**config.mk**
```make
export PLATFORM = sky130hd
export DESIGN_NAME = mc_ctrl_fsm
export DESIGN_NICKNAME = d
export VERILOG_FILES = /design/src/rtl/mc_ctrl_pkg.sv /design/src/rtl/mc_ctrl_rst_sync.sv /design/src/rtl/mc_ctrl_next.sv /design/src/rtl/mc_ctrl_outdec.sv /design/src/rtl/mc_ctrl_streg.sv /design/src/rtl/mc_ctrl_fsm.sv
export SDC_FILE = /design/constraint.sdc
export NUM_CORES = 1
export LEC_CHECK = 0
export ABC_CLOCK_PERIOD_IN_PS = 1420
export BUFFER_PORTS_ARGS = -buffer_cell sky130_fd_sc_hd__buf_2
export CORE_AREA = 2 2 39 41
export DETAILED_ROUTE_END_ITERATION = 10
export DIE_AREA = 0 0 41 43
export HOLD_SLACK_MARGIN = 0.15
export PLACE_DENSITY = 0.74
export SETUP_SLACK_MARGIN = 0.3
export SLEW_MARGIN = 20
export SYNTH_ARGS = -nofsm -noshare
export SYNTH_HDL_FRONTEND = slang
export SYNTH_SLANG_ARGS = --single-unit
```
**constraint.sdc**
```tcl
create_clock -name clk_i -period 1.42 [get_ports clk_i]
set_input_delay 0.213 -clock clk_i [delete_from_list [all_inputs] [get_ports clk_i]]
set_output_delay 0.213 -clock clk_i [all_outputs]
set_load 0.005 [all_outputs]
```
**src/rtl/mc_ctrl_pkg.sv**
```systemverilog
package mc_ctrl_pkg;

  localparam int ST_W      = 4;
  localparam int ALU_W     = 2;
  localparam int N_CLASSES = 5;

  typedef enum logic [ST_W-1:0] {
    S_FETCH  = 4'b0000,
    S_DECODE = 4'b0001,
    S_BR     = 4'b0011,
    S_RR_EX  = 4'b0100,
    S_RR_WB  = 4'b0101,
    S_OI_EX  = 4'b0110,
    S_OI_WB  = 4'b0111,
    S_LD_EX  = 4'b1000,
    S_LD_MEM = 4'b1001,
    S_LD_WB  = 4'b1010,
    S_ST_EX  = 4'b1011,
    S_ST_MEM = 4'b1100
  } state_t;

  typedef enum logic [ALU_W-1:0] {
    ALU_ADD  = 2'b00,
    ALU_OR   = 2'b01,
    ALU_FUNC = 2'b10
  } alu_op_t;

  typedef struct packed {
    logic    ir_en;
    logic    a_en;
    logic    b_en;
    logic    e_en;
    logic    s_en;
    alu_op_t alu_op;
    logic    mem_rd;
    logic    mem_wr;
    logic    reg_wr;
    logic    reg_dst;
    logic    mem_to_reg;
    logic    pc_en;
    logic    pc_br;
  } ctrl_t;

endpackage

```
**src/rtl/mc_ctrl_rst_sync.sv**
```systemverilog
module mc_ctrl_rst_sync #(
  parameter int STAGES = 2
) (
  input  logic clk_i,
  input  logic rst_ni,
  output logic rst_sync_no
);

  logic [STAGES-1:0] sync_q;

  generate
    if (STAGES == 1) begin : g_single
      always_ff @(posedge clk_i or negedge rst_ni) begin
        if (!rst_ni) sync_q <= 1'b0;
        else         sync_q <= 1'b1;
      end
    end else begin : g_chain
      always_ff @(posedge clk_i or negedge rst_ni) begin
        if (!rst_ni) sync_q <= '0;
        else         sync_q <= {sync_q[STAGES-2:0], 1'b1};
      end
    end
  endgenerate

  assign rst_sync_no = sync_q[STAGES-1];

endmodule

```
**src/rtl/mc_ctrl_next.sv**
```systemverilog
module mc_ctrl_next
  import mc_ctrl_pkg::*;
#(
  parameter int             OPC_W     = 6,
  parameter logic [OPC_W-1:0] OPC_BEQ = OPC_W'(6'b000100),
  parameter logic [OPC_W-1:0] OPC_RR  = OPC_W'(6'b000000),
  parameter logic [OPC_W-1:0] OPC_ORI = OPC_W'(6'b001101),
  parameter logic [OPC_W-1:0] OPC_LD  = OPC_W'(6'b100011),
  parameter logic [OPC_W-1:0] OPC_ST  = OPC_W'(6'b101011)
) (
  input  state_t           state_i,
  input  logic [OPC_W-1:0] opcode_i,
  output state_t           state_o
);

  localparam logic [OPC_W-1:0] OPC_TAB [N_CLASSES] =
    '{OPC_BEQ, OPC_RR, OPC_ORI, OPC_LD, OPC_ST};
  localparam state_t ENTRY_TAB [N_CLASSES] =
    '{S_BR, S_RR_EX, S_OI_EX, S_LD_EX, S_ST_EX};

  state_t dispatch;

  // lowest table index wins if two opcode parameters are set equal
  always_comb begin
    dispatch = S_FETCH;
    for (int k = N_CLASSES - 1; k >= 0; k--) begin
      if (opcode_i == OPC_TAB[k]) dispatch = ENTRY_TAB[k];
    end
  end

  always_comb begin
    unique case (state_i)
      S_FETCH:  state_o = S_DECODE;
      S_DECODE: state_o = dispatch;
      S_RR_EX:  state_o = S_RR_WB;
      S_OI_EX:  state_o = S_OI_WB;
      S_LD_EX:  state_o = S_LD_MEM;
      S_LD_MEM: state_o = S_LD_WB;
      S_ST_EX:  state_o = S_ST_MEM;
      default:  state_o = S_FETCH;
    endcase
  end

endmodule

```
**src/rtl/mc_ctrl_outdec.sv**
```systemverilog
module mc_ctrl_outdec
  import mc_ctrl_pkg::*;
(
  input  state_t state_i,
  input  logic   eq_i,
  output ctrl_t  ctrl_o,
  output logic   pc_sel_o
);

  always_comb begin
    ctrl_o        = '0;
    ctrl_o.alu_op = ALU_ADD;
    unique case (state_i)
      S_FETCH: begin
        ctrl_o.ir_en  = 1'b1;
        ctrl_o.mem_rd = 1'b1;
      end
      S_DECODE: begin
        ctrl_o.a_en = 1'b1;
        ctrl_o.b_en = 1'b1;
        ctrl_o.e_en = 1'b1;
      end
      S_BR: begin
        ctrl_o.pc_en = 1'b1;
        ctrl_o.pc_br = 1'b1;
      end
      S_RR_EX: begin
        ctrl_o.s_en   = 1'b1;
        ctrl_o.alu_op = ALU_FUNC;
      end
      S_OI_EX: begin
        ctrl_o.s_en   = 1'b1;
        ctrl_o.alu_op = ALU_OR;
      end
      S_LD_EX, S_ST_EX: begin
        ctrl_o.s_en   = 1'b1;
        ctrl_o.alu_op = ALU_ADD;
      end
      S_RR_WB: begin
        ctrl_o.reg_wr  = 1'b1;
        ctrl_o.reg_dst = 1'b1;
        ctrl_o.pc_en   = 1'b1;
      end
      S_OI_WB: begin
        ctrl_o.reg_wr = 1'b1;
        ctrl_o.pc_en  = 1'b1;
      end
      S_LD_MEM: begin
        ctrl_o.mem_rd = 1'b1;
      end
      S_LD_WB: begin
        ctrl_o.reg_wr     = 1'b1;
        ctrl_o.mem_to_reg = 1'b1;
        ctrl_o.pc_en      = 1'b1;
      end
      S_ST_MEM: begin
        ctrl_o.mem_wr = 1'b1;
        ctrl_o.pc_en  = 1'b1;
      end
      default: ;
    endcase
  end

  // only the branch state lets the equality flag pick the target
  assign pc_sel_o = ctrl_o.pc_br & eq_i;

  always_comb begin
    if (ctrl_o.mem_to_reg) begin
      a_m2r_wb_r8 : assert (ctrl_o.reg_wr && !ctrl_o.reg_dst);
    end
  end

endmodule

```
**src/rtl/mc_ctrl_streg.sv**
```systemverilog
module mc_ctrl_streg
  import mc_ctrl_pkg::*;
(
  input  logic   clk_i,
  input  logic   rst_ni,
  input  state_t state_d_i,
  output state_t state_q_o
);

  always_ff @(posedge clk_i or negedge rst_ni) begin
    if (!rst_ni) state_q_o <= S_FETCH;
    else         state_q_o <= state_d_i;
  end

endmodule

```
**src/rtl/mc_ctrl_fsm.sv**
```systemverilog
module mc_ctrl_fsm
  import mc_ctrl_pkg::*;
#(
  parameter int               OPC_W       = 6,
  parameter logic [OPC_W-1:0] OPC_BEQ     = OPC_W'(6'b000100),
  parameter logic [OPC_W-1:0] OPC_RR      = OPC_W'(6'b000000),
  parameter logic [OPC_W-1:0] OPC_ORI     = OPC_W'(6'b001101),
  parameter logic [OPC_W-1:0] OPC_LD      = OPC_W'(6'b100011),
  parameter logic [OPC_W-1:0] OPC_ST      = OPC_W'(6'b101011),
  parameter int               SYNC_STAGES = 2
) (
  input  logic             clk_i,
  input  logic             rst_ni,
  input  logic [OPC_W-1:0] opcode_i,
  input  logic             eq_i,
  output logic [ST_W-1:0]  state_o,
  output logic             ir_en_o,
  output logic             a_en_o,
  output logic             b_en_o,
  output logic             e_en_o,
  output logic             s_en_o,
  output logic [ALU_W-1:0] alu_op_o,
  output logic             mem_rd_o,
  output logic             mem_wr_o,
  output logic             reg_wr_o,
  output logic             reg_dst_o,
  output logic             mem_to_reg_o,
  output logic             pc_en_o,
  output logic             pc_sel_o
);

  logic   rst_int_n;
  state_t state_q;
  state_t state_d;
  ctrl_t  ctrl;

  mc_ctrl_rst_sync #(
    .STAGES(SYNC_STAGES)
  ) i_rst_sync (
    .clk_i       (clk_i),
    .rst_ni      (rst_ni),
    .rst_sync_no (rst_int_n)
  );

  mc_ctrl_next #(
    .OPC_W   (OPC_W),
    .OPC_BEQ (OPC_BEQ),
    .OPC_RR  (OPC_RR),
    .OPC_ORI (OPC_ORI),
    .OPC_LD  (OPC_LD),
    .OPC_ST  (OPC_ST)
  ) i_next (
    .state_i  (state_q),
    .opcode_i (opcode_i),
    .state_o  (state_d)
  );

  mc_ctrl_streg i_streg (
    .clk_i     (clk_i),
    .rst_ni    (rst_int_n),
    .state_d_i (state_d),
    .state_q_o (state_q)
  );

  mc_ctrl_outdec i_outdec (
    .state_i  (state_q),
    .eq_i     (eq_i),
    .ctrl_o   (ctrl),
    .pc_sel_o (pc_sel_o)
  );

  assign state_o      = state_q;
  assign ir_en_o      = ctrl.ir_en;
  assign a_en_o       = ctrl.a_en;
  assign b_en_o       = ctrl.b_en;
  assign e_en_o       = ctrl.e_en;
  assign s_en_o       = ctrl.s_en;
  assign alu_op_o     = ctrl.alu_op;
  assign mem_rd_o     = ctrl.mem_rd;
  assign mem_wr_o     = ctrl.mem_wr;
  assign reg_wr_o     = ctrl.reg_wr;
  assign reg_dst_o    = ctrl.reg_dst;
  assign mem_to_reg_o = ctrl.mem_to_reg;
  assign pc_en_o      = ctrl.pc_en;

  logic opc_known;
  assign opc_known = (opcode_i == OPC_BEQ) || (opcode_i == OPC_RR) ||
                     (opcode_i == OPC_ORI) || (opcode_i == OPC_LD) ||
                     (opcode_i == OPC_ST);

  p_fetch_to_decode_r2 : assert property (@(posedge clk_i) disable iff (!rst_int_n)
    (state_q == S_FETCH) |=> (state_q == S_DECODE));

  p_bad_opcode_r4 : assert property (@(posedge clk_i) disable iff (!rst_int_n)
    (state_q == S_DECODE && !opc_known) |=> (state_q == S_FETCH));

  p_pc_then_fetch_r10 : assert property (@(posedge clk_i) disable iff (!rst_int_n)
    pc_en_o |=> (state_q == S_FETCH));

  p_pc_sel_r5 : assert property (@(posedge clk_i) disable iff (!rst_int_n)
    pc_sel_o |-> (pc_en_o && eq_i && state_q == S_BR));

  p_write_excl_r9 : assert property (@(posedge clk_i) disable iff (!rst_int_n)
    $onehot0({reg_wr_o, mem_wr_o, ir_en_o}));

  p_load_chain_r7 : assert property (@(posedge clk_i) disable iff (!rst_int_n)
    (state_q == S_LD_MEM) |-> ($past(state_q) == S_LD_EX));

endmodule

```
==> results.md <==
- The flow ran to the end, but the final reports show violations.
- The checks that failed: negative setup slack.
- In this run the deepest clock path goes through 2 buffers.
- The sequential standard cell area is 155 um^2.
- The critical path class is register to output port.
- In the global route stage, overall resource usage came out at 0.211.
- The main combinational cell family by area after synthesis is simple AND/OR/NAND/NOR gates.
- The count of buffers from port buffering is 26.
- The count of filler cells inserted in the layout is 107.
- The synthesis warning total is 0.
- The number of diodes is 0.
- The finished layout holds 124 standard cells, fillers aside.
- The wire-length estimate of the detail-placed layout is 959 um.
- The final count of pins violating max slew is 0.
- The via count is 659.
- Counting buffers and inverters, the worst setup path is 4 cells deep.
- Each instance of the synthesized netlist takes up on average 7.65 um^2.
- Using the TritonRoute via totals, the vias-per-cell ratio works out to 5.31.
- The length in cells of the worst reg-to-reg path is 6.
- The clock tree root buffer cell is clkbuf_4.
- Of the total synthesized cell area, the portion taken by full adders, half adders and majority gates is 0.
- In the finished design, the share of the clock period the worst path needs comes to 1.07.
- The number of nets in the layout is 119.
- The floorplan step defined a die boundary enclosing 1760 um^2.
- The setup check on the worst reg-to-reg path leaves a slack of 30 ps.
- The post-route clock skew is 2.26 ps.
- The share of synthesized area spent on multiplexers is 0.
- Clock tree synthesis found a total of 6 sinks.
- The initial antenna violation count is 0.
- The cell count after synthesis is 62.
- The critical path launch point type is a register.
- Final hold analysis gives a worst-case slack of 275 ps.
- The number of global-route vias before repair is 611.
- The average wire per cell in the routed design is 14.2 um.
- The critical-path cell with the highest stage delay is dfrtp_2.
- Based on the critical path, the design can be clocked at up to 0.656 GHz.
- The endpoint kind of the worst setup timing path is an output port.
- Tracing the worst setup path back leads to its startpoint at i_streg.state_q_o[2].
- After detailed routing, the number of remaining DRC violations is 0.
- At the worst endpoint, the arrival time is 1310 ps.
- The synthesized netlist contains 33 unique library cells.
- The number of H-tree levels is 1.
- Before antenna repair, the detailed router went through 4 iterations.
- Clock-pin slew was measured on the worst setup and hold paths at 50 ps.
- The cell family contributing the most delay on the critical path is flip-flops.
- The top-area cell type share of the netlist area is 0.317.
- Of the total synthesized cell area, the portion taken by AND, OR, NAND and NOR gates is 0.317.
- The largest single stage delay on the critical path is 460 ps.
- The number of nets in the synthesized netlist is 71.
- The synthesized-area fraction occupied by ao, oa, aoi and oai cells is 0.245.
- 27 I/O pins were placed.
- The cell area after synthesis is 474 um^2.
- In this run the critical register-to-register path is captured at i_streg.state_q_o[2].
- Of the total synthesized cell area, the portion taken by XOR and XNOR cells is 0.0185.
- The cell total after placement is 102.
- Setup repair after global routing could not meet its margin everywhere.
- The source-to-sink clock delay at the later pin of the worst-skew pair is 250 ps.
- The areal power density over the cells is 2080 nW/um^2.
- The initialized floorplan defines 14 standard-cell rows.
- The die span in y is 43 um.
- The count of antenna-violating nets left after detailed routing is 0.
- By area the synthesized netlist is led by dfrtp_1 32%, nor2_1 7.1%, nor3_1 4.2%.
- The utilization of the core after routing is 0.672.
- Subtracting the final worst setup slack from the clock period gives 1530 ps.
- The detailed-route wire length is 1.76 mm.
- The multi-input combinational cells in the finished layout cover a total of 370 um^2.
- The area of the core region is 1380 um^2.
- The part of the Yosys area used for sequential elements is 0.317.
- In this run the horizontal extent of the chip is 41 um.
- The wire length of the first global-routing pass is 2.46 mm.
- The most critical setup path has its endpoint at s_en_o.
- The least setup slack across all paths after layout is -105 ps.
- Of the cells placed in the final design, the portion with a size suffix greater than 1 is 0.676.
- The initial standard-cell utilization of the core is 0.343.
- The area growth from synthesis to layout is 96.0%.
- The total overflow reported by the global router is 0.
- The first routing iteration left 13 violations.
- In this run the static leakage power is 0.000457 uW.
- Data on the critical path is required at its endpoint by 1210 ps.
- The count of endpoints failing hold in the final timing report was 0.
- Traced cell by cell, the critical path runs through nand2b_4 -> o21a_1 -> o22ai_1 -> buf_2.
- TritonCTS built the clock tree.
- Timing analysis after detailed placement gives a worst setup slack of -11.1 ps.
- Setup violations remaining at the end of the flow were counted as 6.
- The number of buffers and inverters on the critical path is 1.
- Summed over all instances, the cell type with the most area after synthesis is dfrtp_1.
- Max-cap violations in this run came to 0.
- Entering global routing, the biggest net connects 10 pins.
- Of all nets on the critical path, the largest fanout is 8.
- The worst register-to-register path begins at i_streg.state_q_o[1].
- The synthesized design contains 6 register bits.
- The path class of the tightest hold or removal check is input port to asynchronous set/reset pin.
- Routability-driven placement finished with a final weighted congestion of 0.827.
- TritonCTS created 3 clock buffers.
- Across the VDD grid, the largest voltage drop is 850 uV.
## layout by cell type, fill, tap and decap left out, drive strengths merged, types with 2 or more instances in the layout
| cell | Yosys | layout |
|---|---|---|
| nor3 | 4 | 4 |
| nand2b | 3 | 3 |
| inv | 2 | 2 |
| dfrtp | 6 | 6 |
| o22ai | 2 | 2 |
| clkbuf | 3 | 3 |
| dlygate4sd3 | 0 | 2 |
| nor2 | 9 | 9 |
| buf | 4 | 48 |
| a31oi | 2 | 2 |
| nand2 | 5 | 5 |
| a21oi | 2 | 2 |
## routing by layer
layer / GRT usage / routed length (um) / up-vias
met5: 0 / 0 / -
met4: 0.140 / 38 / 0
met3: 0.0419 / 96 / 4
met2: 0.353 / 961 / 27
met1: 0.219 / 665 / 313
li1: - / - / 315
## where the power goes
group	switching, uW	total, uW	internal, uW	leakage, uW
Combinational	633	1430	797	0.000374
Sequential	107	336	230	0.0000697
Clock	68.7	165	96.1	0.0000138
## metrics by stage
stage / setup TNS, ps / power, uW / instance area [um^2]
6_report: -413 / 1930 / 930
5_1_grt: -1050 / 2070 / 930
4_1_cts: -233 / 1760 / 863
3_5_place_dp: -11.1 / 1190 / 652
3_3_place_gp: 0 / 1170 / 652
2_1_floorplan: 0 / 948 / 531
## sequential cells by signal (all words and copies together), names as in the netlist
signal and count:
i_rst_sync.sync_q 2, i_streg.state_q_o 4
## repair_timing
item	in CTS	in global routing
resized for setup	22	10
pin swaps	7	3
setup buffers	14	3
hold buffers	2	0
endpoints found under the setup margin	20	21
endpoints found under the hold margin	6	0
## layout make-up
cell class	instances	share of cell area
Timing Repair Buffer	50	0.381
Multi-Input combinational cell	47	0.398
Clock buffer	3	0.0242
Sequential cell	6	0.167
Inverter	2	0.00808
Tap cell	16	0.0215
## synth_stat cells
library cell and n:
nor2_1 9, dfrtp_1 6, nand2_1 5, nor3_1 4
nand2b_1 3, a21oi_1 2, a31oi_1 2, buf_2 2
buf_4 2, clkbuf_1 2, inv_1 2, o22ai_1 2
a2111oi_0 1, a211oi_1 1, a21o_1 1, a221o_1 1
a32o_1 1, a32oi_1 1, and2_1 1, and3_2 1
and4b_1 1, clkbuf_2 1, conb_1 1, nand3b_1 1
nor2b_1 1, nor4_1 1, nor4b_1 1, o2111ai_1 1
o21a_1 1, o21ai_0 1, o21bai_1 1, or2_2 1
xnor2_1 1
## cell families (layout without fill, tap and decap cells)
logic type | count (synthesis) | count (layout)
and+or+nand+nor | 29 | 29
AOI/OAI and AO/OA | 16 | 16
buffers and inverters | 9 | 55
DFF | 6 | 6
other | 1 | 1
xor gates and xnor gates | 1 | 1
## worst min-delay path by stage
stage | from | end | slack (ps) | depth (start not counted)
detailed placement | rst_ni | i_rst_sync.sync_q[0] | -2 | 1
global placement | rst_ni | i_rst_sync.sync_q[0] | -2 | 1
finish | rst_ni | i_rst_sync.sync_q[0] | 270 | 2
floorplan | rst_ni | i_rst_sync.sync_q[0] | -80 | 0
global route | rst_ni | i_rst_sync.sync_q[1] | 300 | 2
CTS | opcode_i[4] | i_streg.state_q_o[0] | 270 | 4
Note: power is estimated with default switching activity, not from simulation.
